===== config.mk =====
export PLATFORM = sky130hd
export DESIGN_NAME = rpm_ctrl
export DESIGN_NICKNAME = d
export VERILOG_FILES = /design/src/rtl/rpm_pkg.sv /design/src/rtl/rpm_qual_dp.sv /design/src/rtl/rpm_mode_ctl.sv /design/src/rtl/rpm_ctrl.sv
export SDC_FILE = /design/constraint.sdc
export NUM_CORES = 1
export LEC_CHECK = 0
export ABC_AREA = 1
export ABC_CLOCK_PERIOD_IN_PS = 1300
export CAP_MARGIN = 0
export CORE_AREA = 2 2 39 41
export DETAILED_ROUTE_END_ITERATION = 6
export DIE_AREA = 0 0 41 43
export PLACE_DENSITY = 0.74
export SYNTH_ARGS = -nofsm -noshare
export SYNTH_HDL_FRONTEND = slang
export SYNTH_SLANG_ARGS = --single-unit

===== constraint.sdc =====
create_clock -name clk -period 1.3 [get_ports clk]
set_clock_uncertainty 0.15 [all_clocks]
set_input_delay 0.39 -clock clk [delete_from_list [all_inputs] [get_ports clk]]
set_output_delay 0.39 -clock clk [all_outputs]
set_load 0.1 [all_outputs]

===== src/rtl/rpm_pkg.sv =====
package rpm_pkg;
  typedef enum logic [1:0] {
    MODE_RUN   = 2'd0,
    MODE_IDLE  = 2'd1,
    MODE_PDOWN = 2'd2
  } pwrMode_t;

  // strobes from mode control to the qualification datapath
  typedef struct packed {
    logic oscRun;    // oscillator enabled and stable this cycle
    logic armBlock;  // reset pin seen while sleeping
  } ctlStrobe_t;
endpackage


===== src/rtl/rpm_qual_dp.sv =====
module rpm_qual_dp
  import rpm_pkg::*;
#(
  parameter int MC_CLKS = 12,
  parameter int QUAL_MC = 2
) (
  input  logic       clk,
  input  logic       arstN,
  input  logic       rstPin,
  input  ctlStrobe_t strb,
  output logic       qualified,
  output logic       ramBlock
);
  localparam int QUAL_CLKS = MC_CLKS * QUAL_MC;
  localparam int CNT_W = $clog2(QUAL_CLKS + 1);
  localparam logic [CNT_W-1:0] CNT_MAX = CNT_W'(QUAL_CLKS);

  logic [CNT_W-1:0] qualCnt;
  logic             blkFlag;

  // count edges with pin high and oscillator running; pause otherwise
  always_ff @(posedge clk or negedge arstN) begin
    if (!arstN) begin
      qualCnt <= '0;
    end else if (!rstPin) begin
      qualCnt <= '0;
    end else if (strb.oscRun && (qualCnt != CNT_MAX)) begin
      qualCnt <= qualCnt + 1'b1;
    end
  end

  assign qualified = (qualCnt == CNT_MAX);

  always_ff @(posedge clk or negedge arstN) begin
    if (!arstN) begin
      blkFlag <= 1'b0;
    end else if (qualified || !rstPin) begin
      blkFlag <= 1'b0;
    end else if (strb.armBlock) begin
      blkFlag <= 1'b1;
    end
  end

  assign ramBlock = blkFlag;

  assert_qual_src_R2: assert property (@(posedge clk) disable iff (!arstN)
    $rose(qualified) |-> $past(rstPin && strb.oscRun));

  assert_cnt_pause_R3: assert property (@(posedge clk) disable iff (!arstN)
    (rstPin && !strb.oscRun) |=> $stable(qualCnt));

  assert_blk_release_R9: assert property (@(posedge clk) disable iff (!arstN)
    (blkFlag && qualified) |=> !blkFlag);
endmodule


===== src/rtl/rpm_mode_ctl.sv =====
module rpm_mode_ctl
  import rpm_pkg::*;
(
  input  logic       clk,
  input  logic       arstN,
  input  logic       rstPin,
  input  logic       wrIdle,
  input  logic       wrPowerDown,
  input  logic       intPending,
  input  logic       oscStable,
  input  logic       qualified,
  output ctlStrobe_t strb,
  output logic       cpuClkEn,
  output logic       periphClkEn,
  output logic       oscEn
);
  pwrMode_t mode, modeNext;

  always_comb begin
    modeNext = mode;
    if (qualified) begin
      modeNext = MODE_RUN;
    end else begin
      unique case (mode)
        MODE_RUN: begin
          if (wrPowerDown)  modeNext = MODE_PDOWN;
          else if (wrIdle)  modeNext = MODE_IDLE;
        end
        MODE_IDLE: begin
          if (intPending || rstPin) modeNext = MODE_RUN;
        end
        MODE_PDOWN: modeNext = MODE_PDOWN;
        default:    modeNext = MODE_RUN;
      endcase
    end
  end

  always_ff @(posedge clk or negedge arstN) begin
    if (!arstN) mode <= MODE_RUN;
    else        mode <= modeNext;
  end

  assign oscEn        = (mode != MODE_PDOWN) || rstPin;
  assign cpuClkEn     = (mode == MODE_RUN);
  assign periphClkEn  = (mode != MODE_PDOWN);
  assign strb.oscRun   = oscEn && oscStable;
  assign strb.armBlock = (mode == MODE_IDLE) && rstPin;

  assert_pd_entry_R5: assert property (@(posedge clk) disable iff (!arstN)
    (mode == MODE_RUN && wrPowerDown && !qualified) |=> (!cpuClkEn && !periphClkEn));

  assert_idle_wake_R6: assert property (@(posedge clk) disable iff (!arstN)
    (mode == MODE_IDLE && intPending) |=> cpuClkEn);

  assert_pd_hold_R7: assert property (@(posedge clk) disable iff (!arstN)
    (mode == MODE_PDOWN && !qualified) |=> !cpuClkEn);

  assert_rst_run_R10: assert property (@(posedge clk) disable iff (!arstN)
    qualified |=> (cpuClkEn && periphClkEn));
endmodule


===== src/rtl/rpm_ctrl.sv =====
module rpm_ctrl
  import rpm_pkg::*;
#(
  parameter int MC_CLKS = 12,
  parameter int QUAL_MC = 2
) (
  input  logic clk,
  input  logic arstN,
  input  logic rstPin,
  input  logic wrIdle,
  input  logic wrPowerDown,
  input  logic intPending,
  input  logic oscStable,
  output logic cpuClkEn,
  output logic periphClkEn,
  output logic oscEn,
  output logic intRst,
  output logic ramBlock
);
  ctlStrobe_t strb;
  logic       qualified;

  rpm_mode_ctl u_ctl (
    .clk(clk), .arstN(arstN), .rstPin(rstPin), .wrIdle(wrIdle),
    .wrPowerDown(wrPowerDown), .intPending(intPending), .oscStable(oscStable),
    .qualified(qualified), .strb(strb), .cpuClkEn(cpuClkEn),
    .periphClkEn(periphClkEn), .oscEn(oscEn)
  );

  rpm_qual_dp #(.MC_CLKS(MC_CLKS), .QUAL_MC(QUAL_MC)) u_dp (
    .clk(clk), .arstN(arstN), .rstPin(rstPin), .strb(strb),
    .qualified(qualified), .ramBlock(ramBlock)
  );

  assign intRst = qualified;
endmodule


==> flow_metrics.env, run 1 <==
export IMPL_cts_buffers=3
export IMPL_die_h_microns=43
export IMPL_port_buffer_count=11
export IMPL_cp_data_arrival_time_ns=1.23
export IMPL_dr_pass1_iters=4
export IMPL_fin_crit_sh=1.36
export IMPL_synth_distinct_cells=16
export IMPL_worstSetupPathType="reg -> out"
export IMPL_powerDensity_mw_per_mm2=671
export IMPL_synth_area_leaders="dfrtp_1 (42%), nand2_1 (8.7%), nand3_1 (7.4%)"
export IMPL_finish_instance_area_sq_um=886
export IMPL_grt_pass1_wl_mm=1.94
export IMPL_layout_commonest_cell="buf_4"
export IMPL_required_ns=0.76
export IMPL_worstSetupEndpointType="output pin"
export IMPL_cp_max_fo=2
export IMPL_overflow=0
export IMPL_dieArea_sq_mm=0.00176
export IMPL_power_leakage_uw=0.000403
export IMPL_final_cell_mix="buf_4 (16), nand2_1 (10), nor2_1 (6)"
export IMPL_layout_nets=100
export IMPL_period_needed_ns=1.77
export IMPL_core_sq_mm=0.00138
export IMPL_vias=491
export IMPL_drc=0
export IMPL_finalHoldViolations=0
export IMPL_status="finished with violations"
export IMPL_syn_num_nets=68
export IMPL_cts_tree="done"
export IMPL_track_usage=0.160
export IMPL_dp_hpwl_microns=880
export IMPL_syn_inst=59
export IMPL_antenna_found_initial=0
export IMPL_routed_wl_mm=1.13
export IMPL_clk_latency_ns=0.26
export IMPL_yosys_warnings=0
export IMPL_crit_path_start_kind="flop"
export IMPL_grt_max_degree=11
export IMPL_power_uw=594
export IMPL_ir_drop_mv=0.318
export IMPL_wl_per_cell_microns=10.6
export IMPL_dr_first_iter_drc_count=1
export IMPL_insertedDiodeCount=0
export IMPL_areaGrowthSynthToFinish_pct=86.8
export IMPL_maxSlewHeadroom=0.883
export IMPL_violations="negative setup slack"
export IMPL_dieWidth_microns=41
export IMPL_tns_ns=-1.82
export IMPL_finalMaxSlewViolations=0
export IMPL_timing_hold_ws_ns=0.251
export IMPL_placed_area_sq_um=776
export IMPL_clock_path_buffers=2
export IMPL_rsz0062_at_grt="yes"
export IMPL_setup_viol=10
export IMPL_clockRootBuffer="clkbuf_4"
export IMPL_final_antenna_net_count=0
export IMPL_synth_seq_cells=8
export IMPL_final_layout_size_suffix_gt1_frac=0.511
export IMPL_yosysTopAreaCell="dfrtp_1"
export IMPL_syn_cell_area_sq_um=474
export IMPL_cts_sinks=8
export IMPL_gp_congestion=0.732
export IMPL_io_pins=12
export IMPL_cts_clk_slew_worst_paths_ns=0.06
export IMPL_grt_pass1_vias=504
export IMPL_cts_max_level=1
export IMPL_timing_fmax_mhz=564
export IMPL_hp_class="in -> async"
export IMPL_synth_top_cell_area_share=0.422
export IMPL_ys_seq_area_frac=0.422
export IMPL_tightestPinTransition_ns=0.176
export IMPL_rows=14
export IMPL_avgSynthCellArea_sq_um=8.04
export IMPL_routed_via_density=4.63
export IMPL_cap_violations=0
export IMPL_nFillCells=107
export IMPL_initial_core_util=0.343
export IMPL_setup_ws_ns=-0.472
## timing repair
action                                  CTS  global route
gates resized for setup                   6            11
endpoints found under the setup margin   10            12
endpoints found under the hold margin     0             0
buffers inserted                          2             3
hold buffers                              0             0
pin swaps                                 2             4
## per-stage QoR
step	utilization	worst slack (ns)	cells
floorplan	-	-0.407	59
global placement	0.561	-0.540	97
detailed placement	0.561	-0.565	97
CTS	0.599	-0.502	103
global route	0.640	-0.514	106
finish	0.640	-0.472	106
## critical path: stages (launching register included)
cell and delay [ns]:
dfrtp_1 0.40, inv_2 0.08, ha_4 0.13, nand4_4 0.08
clkinvlp_4 0.11, buf_12 0.17
## synthesized netlist by cell type (all sizes together)
master  number
nor2         8
nand2       13
o21ai        4
buf          1
nand3        7
a21oi        1
nand4        5
ha           2
xor2         1
dfrtp        8
inv          9
## worst paths after layout
| kind | start | endpoint | slack, ns | depth (start not counted) |
|---|---|---|---|---|
| worst max-delay path | u_dp.qualCnt[0] | intRst | -0.47 | 5 |
| worst min-delay path | arstN | u_dp.qualCnt[4] | 0.25 | 2 |
| worst max register to register | u_dp.qualCnt[0] | u_dp.qualCnt[3] | -0.15 | 9 |
| worst min register to register | u_ctl.mode[0] | u_ctl.mode[0] | 0.48 | 3 |
| max in group asynchronous | arstN | u_ctl.mode[0] | 0.60 | 2 |
| min in group clk | u_ctl.mode[0] | u_ctl.mode[0] | 0.48 | 3 |
## power by group
| part | total (uW) | internal [uW] | switching [uW] |
|---|---|---|---|
| clock | 213 | 118 | 94.6 |
| combinational | 123 | 61.5 | 61.8 |
| sequential | 258 | 254 | 4.09 |
| total | 594 | 434 | 161 |
## final cells by class
cell class                 instances  area (sq um)  share of cell area
clock buffer                       4          26.3              0.0297
inverter                           9          43.8              0.0494
multi-input combinational         41           300               0.339
sequential                         8           204               0.230
tap                               16          20.0              0.0226
timing repair buffer              28           292               0.329
## cells by family after synthesis
group,synth area share
buffers and inverters,0.0871
DFF,0.422
xor gates and xnor gates,0.0185
AOI/OAI and AO/OA,0.0607
and+or+nand+nor,0.359
adders and majority gates,0.0528
## metal layers
layer,vias up,track usage,share of wire
li1,254,-,-
met1,225,0.212,0.44
met2,9,0.244,0.51
met3,3,0.0314,0.041
met4,0,0.0667,0.015
met5,-,0,0
## registers in the layout, summed over array words and instances, names as in the netlist
| signal | cells |
|---|---|
| u_dp.ramBlock | 1 |
| u_ctl.mode | 2 |
| u_dp.qualCnt | 5 |
Power figures use the tool's default switching activity.
==> run 2: changes to the inputs <==
--- a/config.mk
+++ b/config.mk
@@ -8,10 +8,11 @@
 export ABC_AREA = 1
 export ABC_CLOCK_PERIOD_IN_PS = 1300
 export CAP_MARGIN = 0
-export CORE_AREA = 2 2 39 41
+export CORE_MARGIN = 2
+export CORE_UTILIZATION = 23
 export DETAILED_ROUTE_END_ITERATION = 6
-export DIE_AREA = 0 0 41 43
-export PLACE_DENSITY = 0.74
+export PLACE_DENSITY = 0.54
+export SETUP_SLACK_MARGIN = 0.15
 export SYNTH_ARGS = -nofsm -noshare
 export SYNTH_HDL_FRONTEND = slang
 export SYNTH_SLANG_ARGS = --single-unit
==> run 2 against run 1 <==
- combinational power barely moved
- final area rose by 3.5%
- setup slack got worse by 0.0067 ns
- the run still ends with negative setup slack left
- largest cell class is now buffers
- clock power barely moved
==> flow_metrics.env, run 2 (synthesized netlist as in run 1, its figures left out) <==
export IMPL_setup_viol=12
export IMPL_final_cell_mix="buf_4 (13), nand2_1 (10), nor2_1 (6), buf_12 (6)"
export IMPL_setup_ws_ns=-0.478
export IMPL_p_int_uw=435
export IMPL_gp_congestion=0.804
export IMPL_multiInputGateArea_sq_um=297
export IMPL_grt_pass1_wl_mm=1.97
export IMPL_final_layout_size_suffix_gt1_frac=0.511
export IMPL_antenna_found_initial=0
export IMPL_seq_power_share=0.435
export IMPL_register_area_sq_um=206
export IMPL_crit_path_start_kind="flop"
export IMPL_routed_wl_mm=1.19
export IMPL_top_register="u_dp.qualCnt"
export IMPL_clockRootBuffer="clkbuf_4"
export IMPL_cap_violations=0
export IMPL_path_buf_inv=3
export IMPL_dp_hpwl_microns=840
export IMPL_critPathSlowestCell="dfrtp_1"
export IMPL_fin_crit_sh=1.37
export IMPL_power_leakage_uw=0.000413
export IMPL_rows=16
export IMPL_largest_register_ff_count=5
export IMPL_clk_latency_ns=0.26
export IMPL_cp_top_family="flip-flops"
export IMPL_dp_cells=107
export IMPL_port_buffer_count=11
export IMPL_dr_pass1_iters=2
export IMPL_track_usage=0.107
export IMPL_violations="negative setup slack"
export IMPL_layout_nets=100
export IMPL_cts_max_level=1
export IMPL_vias=496
export IMPL_final_antenna_net_count=0
export IMPL_hp_class="in -> async"
export IMPL_cts_tree="done"
export IMPL_stdcell_count=117
export IMPL_nFillCells=211
export IMPL_tightestPinTransition_ns=0.240
export IMPL_wl_per_cell_microns=10.2
export IMPL_cp_max_fo=2
export IMPL_dieWidth_microns=49.4
export IMPL_rsz0062_at_grt="yes"
export IMPL_cts_sinks=8
export IMPL_dieArea_sq_mm=0.00244
export IMPL_cp_data_arrival_time_ns=1.24
export IMPL_worstSetupPathType="reg -> out"
export IMPL_grt_pass1_vias=462
export IMPL_pwr_share_clk=0.355
export IMPL_layout_commonest_cell="buf_4"
export IMPL_grt_max_degree=11
export IMPL_clock_path_buffers=2
export IMPL_p_comb_frac=0.210
export IMPL_worstSetupEndpointType="output pin"
export IMPL_status="finished with violations"
export IMPL_cts_buffers=3
export IMPL_period_needed_ns=1.78
export IMPL_insertedDiodeCount=0
export IMPL_initial_core_util=0.242
export IMPL_tns_ns=-2.81
export IMPL_crit_path_cell_trace="inv_2, ha_4, nand4_4, clkinvlp_4, buf_12"
export IMPL_power_uw=593
export IMPL_dr_first_iter_drc_count=2
export IMPL_die_h_microns=49.4
export IMPL_overflow=0
export IMPL_critPathMaxStageDelay_ns=0.39
export IMPL_cts_clk_slew_worst_paths_ns=0.06
export IMPL_switching_power_uw=158
export IMPL_core_sq_mm=0.00196
export IMPL_io_pins=12
export IMPL_finalHoldViolations=0
export IMPL_maxSlewHeadroom=0.838
export IMPL_drc=0
export IMPL_timing_fmax_mhz=562
export IMPL_required_ns=0.76
export IMPL_swShare=0.266
export IMPL_finalMaxSlewViolations=0
export IMPL_areaGrowthSynthToFinish_pct=93.4
export IMPL_ir_drop_mv=0.434
export IMPL_routed_via_density=4.24
export IMPL_powerDensity_mw_per_mm2=647
run 2: area by class of cell:
class                      instances  share of cell area
clock buffer                       4              0.0286
inverter                           9              0.0477
multi-input combinational         41               0.323
sequential                         8               0.225
tap                               27              0.0368
timing repair buffer              28               0.338
run 2: worst paths after layout:
kind	slack, ns	from	depth (start not counted)	to
hold / removal	0.30	arstN	2	u_dp.ramBlock
setup reg to reg	-0.26	u_dp.qualCnt[0]	10	u_dp.qualCnt[3]
max in group asynchronous	0.59	arstN	2	u_dp.ramBlock
setup / recovery	-0.48	u_dp.qualCnt[0]	5	intRst
min in group clk	0.47	u_dp.qualCnt[4]	3	u_dp.qualCnt[4]
hold reg to reg	0.47	u_dp.qualCnt[4]	3	u_dp.qualCnt[4]
run 2: stage by stage:
step                utilization  hold WS, ns  setup WS (ns)  area [sq um]
floorplan                     -      -0.0556         -0.406           531
finish                    0.467        0.296         -0.478           917
CTS                       0.456        0.300         -0.489           895
global placement          0.414        0.400         -0.536           812
global route              0.467        0.297         -0.548           917
detailed placement        0.414        0.424         -0.552           812
run 2: timing repair:
item	4_1_cts	5_1_grt
resized for setup	10	3
buffers inserted	4	2
hold buffers	0	0
cloned	0	0
pin swaps	4	2
setup endpoints to repair	13	13
run 2: layer usage:
layer | up-vias | track usage | wire, microns | part of all wire
li1 | 253 | - | - | -
met1 | 233 | 0.140 | 530 | 0.45
met2 | 10 | 0.151 | 601 | 0.50
met3 | 0 | 0.0521 | 60 | 0.050
met4 | 0 | 0.0417 | 0 | 0
met5 | - | 0 | 0 | 0
run 2: power groups by stage:
stage	clock [uW]	combinational [uW]	sequential, uW
2_1_floorplan	0	48.6	265
3_3_place_gp	0	114	262
3_5_place_dp	0	116	262
4_1_cts	220	127	258
5_1_grt	238	136	258
6_report	210	124	258
